--- config.mk ---
export PLATFORM = sky130hd
export DESIGN_NAME = pcg_pixclk_gen
export DESIGN_NICKNAME = d
export VERILOG_FILES = /design/src/rtl/pcg_pkg.sv /design/src/rtl/pcg_halfstep.sv /design/src/rtl/pcg_phase.sv /design/src/rtl/pcg_delay_line.sv /design/src/rtl/pcg_pixclk_gen.sv
export SDC_FILE = /design/constraint.sdc
export NUM_CORES = 1
export LEC_CHECK = 0
export BUFFER_PORTS_ARGS = -buffer_cell sky130_fd_sc_hd__buf_2
export CAP_MARGIN = 30
export CORE_ASPECT_RATIO = 0.75
export CORE_UTILIZATION = 49
export CTS_BUF_LIST = sky130_fd_sc_hd__clkbuf_8 sky130_fd_sc_hd__clkbuf_16
export DETAILED_ROUTE_END_ITERATION = 16
export PLACE_DENSITY_LB_ADDON = 0.08
export SETUP_SLACK_MARGIN = 0.5
export SYNTH_ARGS = -nofsm -noshare
export SYNTH_HDL_FRONTEND = slang
export SYNTH_HIERARCHICAL = 1
export SYNTH_SLANG_ARGS = --single-unit
--- constraint.sdc ---
create_clock -name clk -period 7.81 [get_ports clk]
set_clock_uncertainty 0.2 [all_clocks]
set_input_delay 0.3905 -clock clk [delete_from_list [all_inputs] [get_ports clk]]
set_output_delay 0.3905 -clock clk [all_outputs]
set_load 0.005 [all_outputs]
--- src/rtl/pcg_pkg.sv ---
package pcg_pkg;
  localparam int SPD_W = 4;
  localparam int DLY_W = 4;

  function automatic logic [SPD_W-1:0] eff_speed(input logic [SPD_W-1:0] s);
    return (s == '0) ? SPD_W'(1) : s;
  endfunction
endpackage

--- src/rtl/pcg_halfstep.sv ---
module pcg_halfstep (
  input  logic clk,
  input  logic rst,
  input  logic div2,
  input  logic stop,
  output logic step
);
  logic tog_q;

  always_ff @(posedge clk) begin
    if (rst)        tog_q <= 1'b0;
    else if (!stop) tog_q <= div2 ? ~tog_q : 1'b0;
  end

  assign step = !stop && (div2 ? tog_q : 1'b1);
endmodule

--- src/rtl/pcg_phase.sv ---
module pcg_phase #(
  parameter int SPD_W = 4,
  parameter int DLY_W = 4
) (
  input  logic             clk,
  input  logic             rst,
  input  logic             step,
  input  logic [SPD_W-1:0] spd_in,
  input  logic [DLY_W-1:0] dly_in,
  output logic             bound,
  output logic             lvl_next,
  output logic [DLY_W-1:0] dly_next,
  output logic [DLY_W-1:0] dly_cur
);
  import pcg_pkg::*;
  localparam int PH_W = SPD_W + 1;

  logic [PH_W-1:0]  ph_q, ph_n, last_ph;
  logic [SPD_W-1:0] spd_q, spd_n;
  logic             pend_q;

  assign last_ph  = {spd_q, 1'b0} - PH_W'(1);
  assign bound    = step && (pend_q || ph_q == last_ph);
  assign ph_n     = bound ? '0 : ph_q + PH_W'(1);
  assign spd_n    = bound ? eff_speed(spd_in) : spd_q;
  assign dly_next = bound ? dly_in : dly_cur;
  assign lvl_next = ph_n < PH_W'(spd_n);

  always_ff @(posedge clk) begin
    if (rst) begin
      ph_q    <= '0;
      spd_q   <= SPD_W'(1);
      dly_cur <= DLY_W'(1);
      pend_q  <= 1'b1;
    end else if (step) begin
      ph_q    <= ph_n;
      spd_q   <= spd_n;
      dly_cur <= dly_next;
      pend_q  <= 1'b0;
    end
  end
endmodule

--- src/rtl/pcg_delay_line.sv ---
module pcg_delay_line #(
  parameter int DLY_W = 4
) (
  input  logic             clk,
  input  logic             rst,
  input  logic             shift,
  input  logic             din,
  input  logic [DLY_W-1:0] sel,
  output logic             tap
);
  localparam int DEPTH = 2 ** DLY_W;

  logic [DEPTH-1:0] line_q;
  logic [DEPTH-1:0] line_n;

  assign line_n[0] = din;
  genvar i;
  generate
    for (i = 1; i < DEPTH; i++) begin : g_stage
      assign line_n[i] = line_q[i-1];
    end
  endgenerate

  always_ff @(posedge clk) begin
    if (rst)        line_q <= '0;
    else if (shift) line_q <= line_n;
  end

  assign tap = line_n[sel];
endmodule

--- src/rtl/pcg_pixclk_gen.sv ---
module pcg_pixclk_gen #(
  parameter int SPD_W = 4,
  parameter int DLY_W = 4
) (
  input  logic             clk,
  input  logic             rst,
  input  logic             div2,
  input  logic [SPD_W-1:0] speed,
  input  logic [DLY_W-1:0] delay,
  input  logic             stop,
  output logic             pclk_en,
  output logic             pclk_dly,
  output logic             launch_stb
);
  logic             step, bound, lvl_next, tap;
  logic [DLY_W-1:0] dly_next, dly_cur;

  pcg_halfstep u_half (
    .clk(clk), .rst(rst), .div2(div2), .stop(stop), .step(step)
  );

  pcg_phase #(.SPD_W(SPD_W), .DLY_W(DLY_W)) u_phase (
    .clk(clk), .rst(rst), .step(step), .spd_in(speed), .dly_in(delay),
    .bound(bound), .lvl_next(lvl_next), .dly_next(dly_next), .dly_cur(dly_cur)
  );

  pcg_delay_line #(.DLY_W(DLY_W)) u_dline (
    .clk(clk), .rst(rst), .shift(step), .din(lvl_next), .sel(dly_next), .tap(tap)
  );

  always_ff @(posedge clk) begin
    if (rst || stop) begin
      pclk_en    <= 1'b0;
      pclk_dly   <= 1'b0;
      launch_stb <= 1'b0;
    end else if (step) begin
      pclk_en    <= tap & ~pclk_dly;
      pclk_dly   <= tap;
      launch_stb <= bound;
    end else begin
      pclk_en    <= 1'b0;
      launch_stb <= 1'b0;
    end
  end
endmodule

==> impl_results.md, run 1 <==
- Status: complete, no violations
- Avg WL per Cell: 14.0 um
- First-pass GRT wire length: 5050 um
- Data arrival time of the critical path: 4240 ps
- Fill cell count: 281
- Maximum clock frequency: 236 MHz
- P&R area growth vs syn: 11.1%
- Io pins: 15
- GPL Wtd Cong: 0.749
- Final net count: 189
- Final HPWL DP: 2080 um
- Vias in the first global route: 1085
- Syn Nets: 173
- Hold crit path type: in2reg
- CP Class: reg2reg
- RSZ-0062 raised after global routing: no
- Syn Inst Count: 156
- Ranking of synthesized cells by area: dfxtp_1 (41%), mux2i_1 (14%), mux4_1 (6.5%)
- Slew HR: 65.8%
- Synth cell types: 34
- Initial antenna violation count: 0
- Die H: 51.9 um
- Row count: 17
- CORE AREA: 3040 sq um
- Worst-path cell chain: inv_1 > a21oi_2 > buf_4 > nand3_1 > o41ai_4 > buf_4 > mux2i_1 > ha_1 > nand3_1 > a21oi_1 > or4b_1 > a221oi_2 > mux4_1 > mux2i_1 > mux2i_1 > mux2i_1 > nor3_2
- ANT nets after route: 0
- Gr usage total: 20.1%
- CTS tree: built
- Clock tree buffer depth: 2
- Critical path launch point type: flip-flop
- H-tree lvl count: 2
- Max-cap violations: 0
- Overflow after GRT: 0
- TNS Setup: 0 ps
- Final setup fails: 0
- Clk_lat worst skew: 280 ps
- DP Cell Count: 203
- Post-CTS Setup Bufs: 0
- Initial DRC Count: 64
- Worst VDD drop: 105 uV
- Starting Density: 53.5%
- First drt pass iteration count: 6
- Worst reg2reg setup slack: 3580 ps
- Die W: 68.6 um
- Input/output buffers: 14
- Post-route DRC: 0
- FF+latch count, synth: 33
- Number of synthesized flops with an enable pin: 0
- Clk pin slew, worst setup/hold paths: 60 ps
- YS warnings: 6
- Diode count: 0
- Final Non-Filler Cells: 211
- Sequential cell area: 661 sq um
- WP data required: 7820 ps
- Place WS: 3470 ps
- Final period utilization: 54.2%
- Largest net degree at the start of global routing: 29
- Post-Syn Area: 1630 sq um
- Slew Limit Fails: 0
- Critical Path Max Stage Delay: 530 ps
- P_leak: 0.778 nW
- Die area: 3560 sq um
- Slew @ Worst Pin: 513 ps
- Cell Pwr Density: 191 nW/um^2
- Inserted Clock Buffers: 5
- Yosys top cell by area: dfxtp_1
- Worst Setup End Kind: flip-flop
- Vias: 1130
- Worst hold slack: 154 ps
- Gates resized, CTS repair: 0
- Post-synth top cells: dfxtp_1 (33), nor2_1 (24), mux2i_1 (22)
- Vias/cell: 5.36
- Synth top area share: 40.6%
- Share of cells above drive strength 1: 17.9%
- CTS hold repair buffers: 0
- Synth Flop Type: dfxtp_1
- Fin crit period: 4230 ps
- Pwr Total: 0.346 mW
- Post-route setup slack: 3580 ps
- Final WL: 2950 um
- Post-synthesis sequential area ratio: 40.6%
- Syn_area_per_cell: 10.4 sq um
- Clk sink count: 33
- Clock root buffer: clkbuf_8
- CP max stage cell: or4b_1
- Final hold viol count: 0
- Synth async-reset ratio: 0%
- Cell mode on critical path: mux2i_1
- Crit-path max FO: 24
- Area of the multi-input gates: 912 sq um
- Most frequent cell after synthesis: dfxtp_1
## through the flow
step	utilization [%]	cell area, sq um
after global routing	59.4	1810
after detailed placement	56.8	1730
after global placement	56.8	1730
after CTS	59.4	1810
final	59.4	1810
after floorplan	-	1630
## worst paths after layout
kind / from / depth (start not counted) / end
setup / recovery: u_half/tog_q / 17 / pclk_dly
hold / removal: stop / 2 / pclk_dly
setup reg to reg: u_half/tog_q / 17 / pclk_dly
hold reg to reg: u_phase/pend_q / 1 / u_phase/pend_q
## registers in the layout (all words and copies together), names as in the netlist
name	flops
launch_stb	1
pclk_dly	1
pclk_en	1
u_dline/line_q	15
u_half/tog_q	1
u_phase/dly_cur	4
u_phase/pend_q	1
u_phase/ph_q	5
u_phase/spd_q	4
## layout by cell type, fill, tap and decap left out, types with 2 or more instances in the layout
cell and instances:
nor3_2 2, or3_1 2, xor2_1 4, a21oi_1 4, inv_1 9, nor3_1 4, nand2_1 5, mux2i_1 22
buf_2 14, and2_1 3, ha_1 5, nor2_1 24, xnor2_1 6, a21o_1 2, clkbuf_8 5, mux2_4 4
nand3_1 5, buf_4 2, mux4_1 4, dfxtp_1 33
## cell families (layout without fill, tap and decap cells)
logic type,Yosys count,in the layout,synth area share [%]
multiplexers,30,30,23.7
flip-flops,33,33,40.6
XOR/XNOR,10,10,5.38
adder cells (fa/ha/maj),5,5,3.84
AO/OA/AOI/OAI,13,13,6.23
buffers and inverters,13,30,4.30
AND/OR/NAND/NOR,52,52,16.0
## per-layer routing
| metal | vias to the layer above | GRT usage [%] | share of wire [%] |
|---|---|---|---|
| li1 | 576 | - | - |
| met3 | 6 | 7.24 | 4.2 |
| met4 | 0 | 7.99 | 1.3 |
| met2 | 22 | 28.3 | 40 |
| met5 | - | 0 | 0 |
| met1 | 526 | 27.6 | 54 |
## power by group
group          switching, mW  total [mW]  internal (mW)
clock                 0.0571       0.116         0.0593
combinational         0.0271      0.0522         0.0251
sequential           0.00398       0.177          0.173
total                 0.0882       0.346          0.258
## final cells by class
cell class	instances	share of cell area (%)
Timing Repair Buffer	16	4.71
Sequential cell	33	36.5
Clock inverter	3	0.623
Multi-Input combinational cell	110	50.4
Inverter	6	1.25
Clock buffer	5	3.81
Tap cell	38	2.63
## critical path, delay by kind of cell (launching register included)
kind,cells,cell delay (ps)
adder cells (fa/ha/maj),1,310
flip-flops,1,340
buffers and inverters,3,690
AND/OR/NAND/NOR,4,930
AO/OA/AOI/OAI,4,710
multiplexers,5,970
No activity file was read; power rests on OpenSTA's default activity.
==> run 2, diff against run 1 <==
==> constraint.sdc (replaced) <==
create_clock -name clk -period 3.5 [get_ports clk]
set_clock_uncertainty 0.2 [all_clocks]
set_input_delay 0.175 -clock clk [delete_from_list [all_inputs] [get_ports clk]]
set_output_delay 0.175 -clock clk [all_outputs]
set_load 0.005 [all_outputs]
==> run 2 against run 1 <==
Against the previous run:
- the flow now finishes with violations (negative setup slack)
- setup slack got worse by 3800 ps
- sequential power increased by 120%
- combinational power increased to 3.6 times the previous value
- clock power increased by 150%
- via count increased by 8.9%
- die area unchanged
- global-route usage increased by 2.3 points
- count of clock-buffer cells in the layout increased by 1
- design area increased by 19%
- flip-flop and latch count unchanged
- non-clock buffer count increased by 23
- critical endpoint unchanged
==> impl_results.md, run 2 (synthesis gave the netlist of run 1 again) <==
- Largest register by flop count: u_dline/line_q
- Gr usage total: 22.4% (+2.3 points)
- Inserted Clock Buffers: 5 (unchanged)
- Most frequent cells in the layout: dfxtp_1 (31), nor2_1 (24), buf_4 (22), mux2i_1 (19), buf_2 (14)
- Buf/Inv on CP: 2 (-1)
- CTS tree: built
- Vias: 1231 (+8.9%)
- RSZ-0062 raised after global routing: yes
- Fill cell count: 237 (-16%)
- Clock tree buffer depth: 2 (unchanged)
- Cell Pwr Density: 406 nW/um^2 (+110%)
- Sequential cell area: 663 sq um (+0.38%)
- Most common cell after layout, fill and taps aside: dfxtp_1
- Worst reg2reg setup slack: -210 ps (-3790 ps)
- P_leak: 0.902 nW (+16%)
- Area of the multi-input gates: 1050 sq um (+15%)
- Post-layout utilization of the core: 70.5% (+11 points)
- Worst VDD drop: 242 uV (+130%)
- Place WS: -330 ps (-3800 ps)
- Post-DP Area: 1870 sq um (+8.2%)
- Clk sink count: 33 (unchanged)
- Clock root buffer: clkbuf_8
- First drt pass iteration count: 4 (-2)
- Vias/cell: 5.28 (-1.3%)
- Critical Path Max Stage Delay: 480 ps (-50 ps)
- Share of cells above drive strength 1: 35.9% (+18 points)
- Clk pin slew, worst setup/hold paths: 70 ps (about the same)
- Status: complete, but fails checks
- Hold crit path type: in2reg
- Post-route DRC: 0 (unchanged)
- Final net count: 212 (+12%)
- First-pass GRT wire length: 5480 um (+8.5%)
- Overflow after GRT: 0 (unchanged)
- DP Cell Count: 221 (+8.9%)
- CP Class: reg2reg
- Largest net degree at the start of global routing: 29 (unchanged)
- Final Non-Filler Cells: 233 (+10%)
- WP data required: 3520 ps (-4300 ps)
- Die area: 3560 sq um (unchanged)
- Worst Setup End Kind: flip-flop
- Pwr Total: 0.870 mW (+150%)
- Input/output buffers: 14 (unchanged)
- Failing checks: negative setup slack
- Diode count: 0 (unchanged)
- Worst hold slack: 5.20 ps (-149 ps)
- Post-route setup slack: -208 ps (-3790 ps)
- Worst-path cell chain: buf_4 > nor3_4 > xnor2_1 > o41ai_4 > buf_6 > mux2i_4 > ha_4 > nand3_4 > a21oi_2 > or4b_1 > a221oi_2 > mux4_2 > mux2i_1 > mux2i_1 > mux2i_1 > nor3_2
- Die W: 68.6 um (unchanged)
- Data arrival time of the critical path: 3720 ps (-520 ps)
- Final HPWL DP: 2330 um (+12%)
- Critical path's top delay family: multiplexers
- Slew @ Worst Pin: 525 ps (+11.7 ps)
- Starting Density: 53.5% (unchanged)
- Crit-path max FO: 5 (-79%)
- Final period utilization: 106% (+52 points)
- Avg WL per Cell: 14.9 um (+6.8%)
- H-tree lvl count: 2 (unchanged)
- Final WL: 3480 um (+18%)
- Design area: 2140 sq um (+19%)
- Io pins: 15 (unchanged)
- P&R area growth vs syn: 31.7%
- CORE AREA: 3040 sq um (unchanged)
- CP max stage cell: or4b_1
- TNS Setup: -380 ps (-380 ps)
- Max-cap violations: 0 (unchanged)
- Die H: 51.9 um (unchanged)
- Largest register FFs: 15 (unchanged)
- Critical path launch point type: flip-flop
- Row count: 17 (unchanged)
- Initial DRC Count: 34 (-47%)
- Vias in the first global route: 1181 (+8.8%)
- Maximum clock frequency: 270 MHz (+14%)
- Fin crit period: 3710 ps (-524 ps)
- ANT nets after route: 0 (unchanged)
- Slew HR: 65.0% (-0.78 points)
- Initial antenna violation count: 0 (unchanged)
- Final hold viol count: 0 (unchanged)
- GPL Wtd Cong: 0.854 (+14%)
- Top Registers: u_dline/line_q: 15 flops, u_phase/ph_q: 5 flops
- Cell mode on critical path: mux2i_1
- Clk_lat worst skew: 290 ps (about the same)
- Final setup fails: 2 (+2)
- Slew Limit Fails: 0 (unchanged)
==> run 2: worst paths after layout <==
check,startpoint,endpoint,depth (start not counted)
max,u_phase/spd_q[0],pclk_dly,16
max reg2reg,u_phase/spd_q[0],pclk_dly,16
min,speed[0],u_phase/spd_q[0],3
min reg2reg,u_phase/pend_q,u_phase/pend_q,1
==> run 2: power breakdown <==
part	switching, mW	internal, mW
clock network	0.133	0.153
registers	0.00840	0.387
logic	0.0842	0.104
total	0.226	0.644
==> run 2: routing by layer <==
metal	vias up	GRT usage (%)	routed length (um)
met5	-	0	0
met4	0	6.25	23
met3	5	7.89	169
met2	29	35.0	1540
met1	568	29.1	1750
li1	629	-	-
==> run 2: repair_timing <==
item | in CTS | in global routing
gates cloned | 0 | 0
endpoints found under the hold margin | 1 | 0
setup buffers | 4 | 0
endpoints found under the setup margin | 3 | 3
pin swaps | 4 | 1
hold buffers | 1 | 0
resized for setup | 19 | 4
==> run 2: cell type report <==
| type | count | area share [%] |
|---|---|---|
| multi-input combinational | 110 | 49.1 |
| inverter | 6 | 1.05 |
| sequential | 33 | 30.9 |
| clock buffer | 6 | 3.85 |
| clock inverter | 1 | 0.175 |
| tap | 38 | 2.22 |
| timing repair buffer | 39 | 12.7 |
==> run 2: tightest hold or removal path, cell delays in order <==
cell     delay, ps
buf_2          100
nor2_1          40
a31oi_1        140
